<file path="src/rtl/triac_dimmer.sv">
module triac_dimmer #(
  parameter int NCH           = 8,
  parameter int CLK_PER_TICK  = 200,
  parameter int STEP_TICKS    = 33,
  parameter int PULSE_TICKS   = 20,
  parameter int STAGGER_TICKS = 10,
  parameter int WDOG_TICKS    = 12000,
  localparam int CHW = (NCH > 1) ? $clog2(NCH) : 1,
  localparam int PSW = (CLK_PER_TICK > 1) ? $clog2(CLK_PER_TICK) : 1,
  localparam int PHW = $clog2(WDOG_TICKS + 1)
) (
  input  logic           clk,
  input  logic           rst_n,
  input  logic           zc_in,
  input  logic           wr_en,
  input  logic [CHW-1:0] wr_ch,
  input  logic [7:0]     wr_code,
  output logic [NCH-1:0] gate_n
);

  logic           zc_s1, zc_s2, zc_d;
  logic [PSW-1:0] presc;
  logic [PHW-1:0] phase;
  logic           valid;
  logic [7:0]     pend [NCH];
  logic [7:0]     act  [NCH];
  logic [NCH-1:0] fire;
  logic [NCH-1:0] idle_ch;

  wire zc_rise = zc_s2 & ~zc_d;
  wire tick    = (presc == PSW'(CLK_PER_TICK - 1));

  always_ff @(posedge clk or negedge rst_n) begin
    if (!rst_n) begin
      zc_s1 <= 1'b0;
      zc_s2 <= 1'b0;
      zc_d  <= 1'b0;
    end else begin
      zc_s1 <= zc_in;
      zc_s2 <= zc_s1;
      zc_d  <= zc_s2;
    end
  end

  always_ff @(posedge clk or negedge rst_n) begin
    if (!rst_n) begin
      presc <= '0;
      phase <= '0;
      valid <= 1'b0;
    end else if (zc_rise) begin
      presc <= '0;
      phase <= '0;
      valid <= 1'b1;
    end else begin
      presc <= tick ? '0 : presc + 1'b1;
      if (tick && phase != PHW'(WDOG_TICKS))
        phase <= phase + 1'b1;
      if (tick && phase == PHW'(WDOG_TICKS - 1))
        valid <= 1'b0;
    end
  end

  always_ff @(posedge clk or negedge rst_n) begin
    if (!rst_n) begin
      for (int c = 0; c < NCH; c++) begin
        pend[c] <= 8'd0;
        act[c]  <= 8'd0;
      end
    end else begin
      if (wr_en && int'(wr_ch) < NCH)
        pend[wr_ch] <= wr_code;
      if (zc_rise)
        for (int c = 0; c < NCH; c++)
          act[c] <= pend[c];
    end
  end

  always_comb begin
    for (int c = 0; c < NCH; c++) begin
      automatic int tgt = (255 - int'(act[c])) * STEP_TICKS + c * STAGGER_TICKS;
      automatic int ph  = int'(phase);
      idle_ch[c] = (act[c] == 8'd0);
      fire[c]    = !idle_ch[c] && valid && ph >= tgt && ph < tgt + PULSE_TICKS;
    end
  end

  always_ff @(posedge clk or negedge rst_n) begin
    if (!rst_n) gate_n <= '1;
    else        gate_n <= ~fire;
  end

endmodule


</file>
<file path="config.mk">
export PLATFORM = sky130hd
export DESIGN_NAME = triac_dimmer
export DESIGN_NICKNAME = d
export VERILOG_FILES = /design/src/rtl/triac_dimmer.sv
export SDC_FILE = /design/constraint.sdc
export NUM_CORES = 1
export LEC_CHECK = 0
export BUFFER_PORTS_ARGS = -buffer_cell sky130_fd_sc_hd__buf_2
export CORE_ASPECT_RATIO = 0.5
export CORE_MARGIN = 2
export CORE_UTILIZATION = 55
export CTS_CLUSTER_SIZE = 12
export DETAILED_ROUTE_END_ITERATION = 8
export PLACE_DENSITY = 0.73
export SKIP_LAST_GASP = 1
export SLEW_MARGIN = 20
export SYNTH_ARGS = -nofsm -noshare
export SYNTH_HDL_FRONTEND = slang
export SYNTH_SLANG_ARGS = --single-unit
</file>
<file path="constraint.sdc">
create_clock -name clk -period 4.7 [get_ports clk]
set_input_delay 0.47 -clock clk [delete_from_list [all_inputs] [get_ports clk]]
set_output_delay 0.47 -clock clk [all_outputs]
set_load 0.01 [all_outputs]
</file>
; After elaboration in Yosys (flattened, before gate mapping)
; Index checks and enable logic that the tools add are counted.
[totals]
ff_bits = 162
in_bits = 15
out_inout_bits = 8
word_cells = 135
[classes]
n_addsub = 25
multipliers = 8
magnitude_cmp = 18
eq_ne = 3
muxes = 9
bitwise_logic = 4
n_reduce_logical = 45
[op_table]
columns = cell, count
row1 = 9-bit by 7-bit multiplier with 16-bit output (second input constant), 8
row2 = 17-bit by 6-bit adder with 18-bit output (second input constant), 7
row3 = 15-bit by 18-bit < comparator with 1-bit output, 7
row4 = 15-bit by 17-bit greater-or-equal comparator with 1-bit output, 7
row5 = 8-bit by 8-bit subtractor with 9-bit output (first input constant), 8
row6 = 64-bit bitwise mux, 1
row7 = 8-bit zero test, 8
row8 = 16-bit by 6-bit adder with 17-bit output (second input constant), 3
row9 = 16-bit by 7-bit adder with 17-bit output (second input constant), 3
row10 = 14-bit 2-to-1 mux, 2
row11 = 1-bit logical AND, 27
row12 = 8-bit demux with 3-bit select, 1
row13 = 8-bit 2-to-1 mux, 3
row14 = 16-bit by 5-bit adder with 17-bit output (second input constant), 1
row15 = 16-bit by 8-bit adder with 17-bit output (second input constant), 1
row16 = 15-bit by 17-bit < comparator with 1-bit output, 1
row17 = 15-bit by 16-bit greater-or-equal comparator with 1-bit output, 1
row18 = 14-bit by 1-bit adder with 14-bit output (second input constant), 1
row19 = 14-bit equality test (second input constant), 1
row20 = 14-bit inequality test (second input constant), 1
row21 = 8-bit by 1-bit adder with 8-bit output (second input constant), 1
row22 = 8-bit equality test (second input constant), 1
row23 = 1-bit zero test, 8
row24 = 8-bit NOT, 1
row25 = other kinds (7), 9

; Longest topological paths before layout
; Gate-level depths: netlist of the first run.
[logic_depth]
depth_word = 7
mapped_depth = 20

; Least setup slack after synthesis of the first run
; OpenSTA, ideal clock, no wires.
[synth_timing]
kind = register to register
startpoint = register act[8] (netlist bit)
endpoint = register gate_n[6]
setup_ns = 0.100
arrival_time_ns = 3.999
path_slack_ns = 0.602
path_stages_with_launch = 19
n_path_buf = 0
period_less_slack_ns = 4.098
cell_sequence = dfrtp_1 inv_1 ha_1 inv_1 fa_1 inv_1 ha_1 ha_1 a21oi_1 nand2_1 xor2_1 inv_1 or3_1 nor3_1 a21boi_0 ha_1 and4_1 a2111oi_0 nand4_1
[synth_via]
elab_chain_cells = 7
[synth_rtl]
columns = item, line_no
row1 = "start, declared", 26  ; logic [7:0] act [NCH];
row2 = "start signal, assigned by index", 74  ; act[c] <= pend[c];
row3 = 8-bit by 8-bit subtractor with 9-bit output, 80  ; automatic int tgt = (255 - int'(act[c])) * STEP_TICKS + c * STAGGER_TICKS;
row4 = 9-bit by 7-bit multiplier with 16-bit output, 80
row5 = 16-bit by 7-bit adder with 17-bit output, 80
row6 = 17-bit by 6-bit adder with 18-bit output or 15-bit by 17-bit greater-or-equal comparator with 1-bit output (tied branches), 83  ; fire[c] = !idle_ch[c] && valid && ph >= tgt && ph < tgt + PULSE_TICKS;
row7 = 15-bit by 18-bit < comparator with 1-bit output or 1-bit logical AND (tied branches), 83
row8 = 1-bit logical AND (*), 83
row9 = 8-bit NOT (*), 89  ; else gate_n <= ~fire;
row10 = "end signal, assigned", 89
row11 = "end, declared", 18  ; output logic [NCH-1:0] gate_n
; Every way passes the cells marked *; elsewhere a longest branch is shown, timed or not.
; A chain may end at the register's enable or synchronous reset.

; Worst setup path after layout of the first run
; Same ends and word-level chain as after synthesis.

==> impl_results.md, run 1 <==
* Status: complete, but fails checks
* Failing checks: hold timing
* DRC viols at 0
* Buf/Inv on CP at 4
* CTS clock-pin slew for the worst setup and hold paths at 0.07 ns
* Fraction of layout cells with a size suffix above 1 at 10.3%
* Cell family with most CP delay: adder cells
* Design Area, Final at 16,400 µm²
* Slew Limit Fails at 0
* Grt ovf at 0
* Hold Worst Slack at -0.000341 ns
* Min Tclk post-route at 4.43 ns
* Post-synth top flop: dfrtp_1
* Root Buffer: clkbuf_16
* Critical Path AT at 4.77 ns
* Core Area at 26,700 µm²
* WL final at 37,800 µm
* First-pass GRT wire length at 61,800 µm
* Later-pin clock latency in the skew report at 0.44 ns
* Antenna Cells at 0
* Post-synth EDFFs at 0
* Reg power frac at 19.0%
* Combinational share of power at 65.8%
* Cell count after placement at 1,976
* Detailed Route Iter0 Violations at 831
* Initial antenna violation count at 1
* Synth warnings at 0
* H-tree depth at 4
* Fmax at 226 MHz
* CTS Sinks at 162
* Largest fanout on the critical path at 4
* Power per cell area at 592 nW/µm²
* Synthesized Nets at 1,964
* Final worst setup slack at 0.273 ns
* Critical path's slowest cell: fa_1
* Register area share after synthesis at 26.8%
* Number of global-route vias before repair at 12,300
* Area Overhead vs Synth at 8.39%
* Top-area cell type share of the netlist area at 27.5%
* Non-filler cells, final at 2,008
* Largest net degree at the start of global routing at 143
* Synthesized flop and latch total at 162
* Final Hold Fails at 1
* CP Launch Type: register
* Setup crit end kind: register
* Power Internal at 5.27 mW
* Top cells by area, synth: ha_1 (27%), dfrtp_1 (25%), xnor2_1 (5.3%)
* R2R Setup Slk at 0.27 ns
* Synth async-reset ratio at 100%
* Leak at 8.18 nW
* Synthesized area at 15,200 µm²
* Die area at 29,000 µm²
* Die H at 121 µm
* Crit Path Class: reg -> reg
* Post-Route Setup TNS at 0 ns
* Global Route Usage Sum at 27.2%
* Via count at 12,100
* Reg2reg end: gate_n[6]
* Placed Area at 15,800 µm²
* Die width at 239 µm
* Synth Area per Inst at 9.42 µm²
* Switching part of the total at 45.8%
* Worst R2R Path Depth at 18
* Final Setup Violations at 0
* Slew HR at 31.5%
* Worst-path cell chain: inv_1, ha_1, inv_1, fa_1, inv_1, ha_1, ha_1, a21oi_1, nand2_1, xor2_2, inv_1, or3_1, nor3_2, xor2_1, ha_1, and4_1, a2111oi_1, nand4_1
* Port Buffers at 22
* Reg2reg start: act[8]
* Post-place setup slack at 0.183 ns
* Max VDD drop at 0.000275 V
* Post-DP HPWL at 27,800 µm
* Drt first pass iters at 5
* Num rows at 42
* DRT antenna net count at 0
* Vias/cell at 6.02
* Io pins at 23
* Cells after Synth at 1,609
* Worst slew pin tran at 1.02 ns
* Largest stage delay on the critical path at 0.48 ns
* CTS max path bufs at 2
* Max Cap Viol at 0
* Initial core utilization at 56.7%
* Routability congestion estimate at 0.883
* Largest area contributor in the netlist: ha_1
* Reported net switching power at 4.46 mW
* Most frequent cells in the layout: ha_1 (333), dfrtp_1 (153), inv_1 (133)
* Tcrit/Tclk final at 94.2%
* Worst hold path type: in -> async
* Commonest non-fill, non-tap cell in the layout: ha_1
* Clock power frac at 15.2%
* Worst Skew at 0.0122 ns
* Final Net Count at 1,998
* Post-CTS Setup Inserts at 0
* Library cells used by synthesis at 66
* CP required at 5.04 ns
* Wire length per cell at 18.8 µm
* Clock buffer count from CTS at 17
* CTS tree: built
## worst max-delay path by stage
stage	startpoint	to	slack, ns	depth (start not counted)
2_1_floorplan	act[8]	gate_n[6]	0.60	18
3_3_place_gp	act[8]	gate_n[6]	0.43	18
3_5_place_dp	act[8]	gate_n[6]	0.18	18
4_1_cts	act[8]	gate_n[6]	0.1	18
5_1_grt	act[8]	gate_n[6]	-0.007	18
6_report	act[8]	gate_n[6]	0.27	18
## routing by layer
metal / routed length (µm) / track usage, % / share of wire (%) / vias up
met5: 0 / 0 / 0 / -
met4: 834 / 7.97 / 2.2 / 0
met3: 2040 / 4.64 / 5.4 / 59
met2: 17700 / 46.0 / 47 / 262
met1: 17200 / 35.8 / 46 / 5935
li1: - / - / - / 5836
## layout make-up
class / instances / area [µm²]
fillers: 2141 / 10300
multi-input cells: 1292 / 10600
inverters: 133 / 499
clock inverters: 13 / 175
clock buffers: 19 / 443
repair buffers: 37 / 254
well taps: 352 / 440
flip-flops and latches: 162 / 4070
## power groups by stage
stage / Combinational (mW) / Clock (mW) / Sequential (mW)
4_1_cts: 6.35 / 1.50 / 1.84
3_3_place_gp: 5.93 / 0 / 1.85
5_1_grt: 7.29 / 1.55 / 1.88
3_5_place_dp: 6.26 / 0 / 1.87
6_report: 6.40 / 1.48 / 1.85
2_1_floorplan: 5.05 / 0 / 1.80
## flip-flops by register name (all words and copies together) (netlist names)
name    count
pend       64
gate_n      8
valid       1
zc_d        1
presc       8
phase      14
zc_s1       1
zc_s2       1
act        64
## timing repair
action                                  CTS  global route
endpoints found under the setup margin    0             2
hold buffers                              0             0
resized for setup                         0             7
## metrics by stage
| step | hold slack [ns] | util (%) | total power [mW] |
|---|---|---|---|
| detailed placement | 0.335 | 59.0 | 8.13 |
| floorplan | 0.174 | - | 6.85 |
| global placement | 0.332 | 59.0 | 7.78 |
| finish | -0.000341 | 61.4 | 9.73 |
| global route | 0.0230 | 61.4 | 10.7 |
| CTS | 0.000417 | 61.3 | 9.69 |
## synth_stat cells (8+ instances only)
cell type and count:
a211oi_1 14, a21o_1 41, a21oi_1 81, a31oi_1 11, and3_1 8, clkbuf_1 20, dfrtp_1 154, dfstp_2 8
ha_1 333, inv_1 133, mux2_2 68, nand2_1 106, nand2b_1 18, nand3_1 35, nand4_1 25, nand4b_1 8
nor2_1 92, nor2b_1 20, nor3_1 36, nor4_1 8, o211ai_1 8, o21a_1 20, o21ai_0 115, o21bai_1 9
or3_1 10, xnor2_1 91, xor2_1 51
## cell families (layout without fill, tap and decap cells)
group                    Yosys count  count (layout)  synth area share (%)
flip-flops                       162             162                  26.8
multiplexers                      69              69                  5.12
buffers and inverters            155             202                  3.84
adder cells (fa/ha/maj)          340             340                  28.4
AND/OR/NAND/NOR                  397             397                  13.3
AO/OA/AOI/OAI                    344             344                  14.3
XOR/XNOR                         142             142                  8.20
## worst reg2reg max path: stages (launching register included)
cell	delay, ns
dfrtp_1	0.38
inv_1	0.12
ha_1	0.20
inv_1	0.06
fa_1	0.48
inv_1	0.05
ha_1	0.29
ha_1	0.35
a21oi_1	0.21
nand2_1	0.11
xor2_2	0.19
inv_1	0.08
or3_1	0.36
nor3_2	0.25
xor2_1	0.17
ha_1	0.26
and4_1	0.20
a2111oi_1	0.43
nand4_1	0.14
(Power assumes the default switching activity.)
==> run 2, diff against run 1 <==
Settings changed: BUFFER_PORTS_ARGS -buffer_cell sky130_fd_sc_hd__buf_2 to -buffer_cell sky130_fd_sc_hd__buf_4, RECOVER_POWER from default to 100.
==> run 2 against run 1 <==
  * The flow finishes with violations (capacitance limit, slew limit)
  * Worst setup slack improved by 0.0062 ns
  * Via count rose by 0.24%
  * Sequential share of layout area grew 0.089 points
  * Count of clock-buffer cells in the layout up 2
  * Flip-flop and latch count unchanged
  * Critical path type unchanged
  * Critical endpoint unchanged
  * Highest routed layer unchanged
==> impl_results.md, run 2 (synthesis results as in run 1) <==
* Status: complete, but fails checks
* Failing checks: capacitance limit, slew limit
* Die area at 29,000 µm²
* RSZ-0062 raised after global routing: true
* H-tree depth at 4
* Biggest regs: act (64), pend (64), phase (14)
* Multi-input gate area at 10,500 µm²
* CTS max path bufs at 2
* Worst Skew at 0.00954 ns
* Final Hold Fails at 0
* Global Route Usage Sum at 27.2%
* Initial core utilization at 56.7%
* Port Buffers at 22
* DRT antenna net count at 0
* Post-place setup slack at 0.206 ns
* Leak at 8.15 nW
* CP required at 5.05 ns
* Worst-path cell chain: inv_1, ha_1, inv_1, fa_1, inv_1, ha_1, ha_1, a21oi_1, nand2_1, xor2_1, inv_1, or3_1, nor3_2, a21boi_0, ha_1, and4_1, a2111oi_0, nand4_1
* DRC viols at 0
* Area Overhead vs Synth at 7.97%
* Tcrit/Tclk final at 94.1%
* Combinational share of power at 65.3%
* CP Launch Type: register
* Setup crit end kind: register
* Worst slew pin tran at 2.11 ns
* Routability congestion estimate at 0.898
* Clock buffer count from CTS at 17
* Largest fanout on the critical path at 4
* Critical path's slowest cell: fa_1
* Fmax at 226 MHz
* Switching part of the total at 45.5%
* Via count at 12,100
* Grt ovf at 0
* Slew HR at -40.4%
* Drt first pass iters at 5
* Commonest non-fill, non-tap cell in the layout: ha_1
* Fraction of layout cells with a size suffix above 1 at 8.79%
* Post-DP HPWL at 27,800 µm
* Worst hold path type: in -> reg
* Max VDD drop at 0.000270 V
* Detailed Route Iter0 Violations at 823
* Max Cap Viol at 5
* Initial antenna violation count at 1
* Power Internal at 5.32 mW
* Die width at 239 µm
* Largest stage delay on the critical path at 0.48 ns
* Clock power frac at 15.7%
* Power per cell area at 597 nW/µm²
* Io pins at 23
* Final worst setup slack at 0.279 ns
* Number of global-route vias before repair at 12,300
* Final Net Count at 2,003
* Most frequent cells in the layout: ha_1 (333), dfrtp_1 (154), inv_1 (133)
* First-pass GRT wire length at 62,000 µm
* Root Buffer: clkbuf_16
* Critical Path AT at 4.77 ns
* Later-pin clock latency in the skew report at 0.44 ns
* Register Area at 4060 µm²
* Post-CTS Setup Inserts at 0
* Hold Worst Slack at 0.162 ns
* Core Area at 26,700 µm²
* Final Setup Violations at 0
* Reg power frac at 18.9%
* CTS tree: built
* Largest net degree at the start of global routing at 105
* CTS Sinks at 162
* Min Tclk post-route at 4.42 ns
* Wire length per cell at 18.6 µm
* Crit Path Class: reg -> reg
* Die H at 121 µm
* Layout fillers at 2,200
* Num rows at 42
* WL final at 37,500 µm
* Slew Limit Fails at 223
* Vias/cell at 6.02
* Reported net switching power at 4.44 mW
* CTS clock-pin slew for the worst setup and hold paths at 0.06 ns
==> run 2: changes by cell type in the layout (fill, tap and decap cells not counted), moves of 3 or more <==
cell / delta
buf_2: -21
clkbuf_1: +17
buf_4: +10
clkinvlp_4: -3
nor3_1: +3
nor3_2: -3
==> run 2: worst max-delay path, delay by kind of cell, from the launching register on <==
kind | cells | cell delay (ns)
simple gates | 5 | 1.09
compound gates | 3 | 0.74
flops | 1 | 0.38
buf+inv | 4 | 0.27
fa+ha+maj | 5 | 1.59
xor+xnor | 1 | 0.25
==> run 2: path summary, 6_finish.rpt <==
check                           startpoint   endpoint  slack, ns  cells past startpoint
worst min-delay path                 zc_in      zc_s1       0.16                      1
max in group asynchronous            rst_n    act[32]       0.87                      3
worst max-delay path                act[8]  gate_n[6]       0.28                     18
min in group asynchronous            rst_n     act[5]       1.18                      2
worst max register to register      act[8]  gate_n[6]       0.28                     18
worst min register to register       zc_s1      zc_s2       0.35                      0
==> run 2: routing by layer <==
metal / global-route usage (%) / wire length (µm) / vias up
met4: 8.24 / 920 / 0
met2: 45.5 / 17400 / 258
li1: - / - / 5858
met3: 5.37 / 1880 / 68
met5: 0 / 0 / -
met1: 35.6 / 17300 / 5937
==> run 2: stage by stage <==
stage | power, mW | instance area, µm² | TNS (ns) | util [%] | instances
3_3_place_gp | 7.81 | 15800 | 0 | 59.2 | 1979
5_1_grt | 10.7 | 16400 | -0.0749 | 61.2 | 2013
4_1_cts | 9.74 | 16500 | 0 | 61.6 | 2011
6_report | 9.76 | 16400 | 0 | 61.2 | 2014
3_5_place_dp | 8.15 | 15800 | 0 | 59.2 | 1979
2_1_floorplan | 6.85 | 15200 | 0 | - | 1609
==> run 2: power groups by stage <==
stage	clock [mW]	sequential [mW]	combinational (mW)
after floorplan	0	1.80	5.05
final	1.53	1.85	6.38
after global placement	0	1.85	5.96
after global routing	1.61	1.88	7.25
after detailed placement	0	1.87	6.28
after CTS	1.54	1.84	6.36
==> run 2: timing repair <==
item / 4_1_cts / 5_1_grt
hold endpoints to repair: 0 / 32
hold buffers: 0 / 1
endpoints found under the setup margin: 0 / 2
gates resized for setup: 0 / 2
==> run 2: area by class of cell <==
class	instances	area share [%]
antenna	1	0.0153
clock buffer	21	2.81
clock inverter	11	1.08
inverter	133	3.05
multi-input combinational	1292	64.0
sequential	162	24.8
tap	352	2.69
timing repair buffer	42	1.56
==> run 3, diff against run 2 <==
Settings changed: ABC_AREA from default to 1, CORE_ASPECT_RATIO 0.5 to default.
==> run 3 against run 2 <==
  * The run still ends with capacitance limit, slew limit left
  * Cell area is 6.2% higher
  * Cell count is 31% higher
  * Sequential share of layout area is 1.5 points lower
  * First-iteration DRC count is 25% higher
  * Wire length is 12% higher
  * Worst setup slack better by 0.65 ns
  * Count of clock-buffer cells in the layout is 2 lower
  * Worst hold slack better by 0.013 ns
  * Synthesized area is 6.7% higher
  * Critical path type unchanged
  * Largest cell class unchanged
  * Largest power group unchanged
  * Highest routed layer unchanged
==> impl_results.md, run 3 <==
* Commonest non-fill, non-tap cell in the layout: nand2_1
* Wire length per cell at 15.9 µm
* Largest fanout on the critical path at 6
* Design Area, Final at 17,400 µm²
* Post-Route Setup TNS at 0 ns
* RSZ-0062 raised after global routing: false
* Synth Area per Inst at 7.33 µm²
* CTS tree: built
* Status: complete, but fails checks
* Io pins at 23
* Commonest cells post-synth: nand2_1 (568), ha_1 (333), inv_1 (282)
* DRC viols at 0
* Max Cap Viol at 4
* Later-pin clock latency in the skew report at 0.43 ns
* Power per cell area at 553 nW/µm²
* CP Launch Type: register
* Critical Path AT at 4.13 ns
* Setup crit end kind: register
* Largest area contributor in the netlist: ha_1
* Total Power at 9.62 mW
* Post-DP HPWL at 31,100 µm
* Reg power frac at 18.5%
* CTS Sinks at 162
* Worst slew pin tran at 2.62 ns
* Most frequent cells in the layout: nand2_1 (569), ha_1 (333), inv_1 (282)
* Die area at 30,800 µm²
* Grt ovf at 0
* Reported net switching power at 4.80 mW
* Combinational share of power at 66.1%
* Non-filler cells, final at 2,635
* Tcrit/Tclk final at 80.2%
* Hold Worst Slack at 0.175 ns
* Fmax at 265 MHz
* Register area share after synthesis at 25.1%
* Clock power frac at 15.4%
* Synthesized Nets at 2,561
* Failing checks: capacitance limit, slew limit
* Biggest regs: act (64), pend (64), phase (14)
* H-tree depth at 4
* First-pass GRT wire length at 69,100 µm
* DRT antenna net count at 0
* CTS clock-pin slew for the worst setup and hold paths at 0.06 ns
* Placed Area at 16,800 µm²
* Cts hold-fix bufs at 0
* Port Buffers at 22
* CP required at 5.06 ns
* Synthesized flop and latch total at 162
* Most common cell in the synthesized netlist: nand2_1
* Initial core utilization at 56.1%
* Final Net Count at 2,591
* Root Buffer: clkbuf_16
* Num rows at 62
* Worst hold path type: in -> reg
* Top-area cell type share of the netlist area at 25.8%
* Layout fillers at 2,643
* Cell count after placement at 2,601
* Leak at 9.42 nW
* Post-synth top flop: dfrtp_1
* Number of global-route vias before repair at 14,200
* Worst Skew at 0.0177 ns
* Drt first pass iters at 5
* CTS max path bufs at 2
* Post-synth EDFFs at 0
* Synth warnings at 0
* Synthesized area at 16,200 µm²
* Fraction of layout cells with a size suffix above 1 at 3.33%
* Top cells by area, synth: ha_1 (26%), dfrtp_1 (24%), nand2_1 (13%)
* Power Internal at 4.81 mW
* Detailed Route Iter0 Violations at 1,026
* Routability congestion estimate at 0.919
* Largest net degree at the start of global routing at 96
* Switching part of the total at 50.0%
* Die H at 176 µm
* Slew HR at -74.7%
* Post-CTS Setup Inserts at 0
* WL final at 42,000 µm
* Final Hold Fails at 0
* Clock buffer count from CTS at 17
* Synth async-reset ratio at 100%
* Resized Gates After CTS at 0
* Cells after Synth at 2,206
* Core Area at 28,900 µm²
* Max VDD drop at 0.000276 V
* Vias/cell at 5.58
* Slew Limit Fails at 212
* Final Setup Violations at 0
* Area Overhead vs Synth at 7.47%
* Min Tclk post-route at 3.77 ns
* Crit Path Class: reg -> reg
* Library cells used by synthesis at 45
* Global Route Usage Sum at 28.0%
* Via count at 14,700
* Initial antenna violation count at 0
* Die width at 176 µm
-- run 3: path summary, 6_finish.rpt --
path	cells after the start	from	slack, ns	endpoint
max reg2reg	19	act[42]	0.93	gate_n[2]
min reg2reg	0	zc_s1	0.36	zc_s2
max in group asynchronous	2	rst_n	1.16	act[16]
min in group asynchronous	1	rst_n	0.84	act[7]
max	19	act[42]	0.93	gate_n[2]
min	1	zc_in	0.18	zc_s1
-- run 3: area by class of cell --
type,instances,area (µm²),share of cell area [%]
Inverter,283,1060,6.11
Clock buffer,19,443,2.55
Sequential cell,162,4060,23.4
Timing Repair Buffer,37,220,1.27
Multi-Input combinational cell,1735,10900,62.9
Tap cell,384,480,2.76
Clock inverter,13,176,1.01
Antenna cell,2,5.00,0.0288
-- run 3: stage by stage --
stage               utilization [%]  worst slack (ns)
global route                   60.2             0.488
CTS                            60.5             0.979
floorplan                         -              1.28
finish                         60.3             0.930
global placement               58.4              1.07
detailed placement             58.4             0.992
-- run 3: worst max-delay path, cell delays in order (launching register included) --
cell      delay (ns)
dfrtp_1         0.43
inv_1           0.13
ha_1            0.33
ha_1            0.31
ha_1            0.38
nand2_1         0.10
nand2_1         0.07
inv_1           0.09
nand2_1         0.05
nand2_1         0.05
nand2_1         0.12
nor3_1          0.38
nand2_1         0.10
nor2_1          0.10
a21oi_1         0.07
ha_1            0.29
a211oi_1        0.25
o221ai_1        0.21
a21oi_1         0.15
nand2_1         0.06
-- run 3: power groups by stage --
stage               registers (mW)  logic, mW  clock network [mW]
detailed placement            1.80       6.28                   0
floorplan                     1.76       5.00                   0
CTS                           1.78       6.34                1.49
global route                  1.81       7.36                1.54
finish                        1.78       6.36                1.48
global placement              1.80       6.02                   0
-- run 3: cells by family after synthesis --
group                    after synthesis  synth area share, %
XOR/XNOR                              72                 3.99
flip-flops                           162                 25.1
AND/OR/NAND/NOR                      985                 25.7
AO/OA/AOI/OAI                        338                 11.3
adder cells (fa/ha/maj)              340                 26.6
buffers and inverters                309                 7.25
-- run 3: per-layer routing --
metal / part of all wire [%] / wire [µm] / vias up / track usage (%)
li1: - / - / 7427 / -
met1: 46 / 19200 / 6835 / 37.4
met2: 46 / 19400 / 357 / 46.9
met3: 4.9 / 2070 / 77 / 3.35
met4: 3.0 / 1260 / 0 / 9.92
met5: 0 / 0 / - / 0
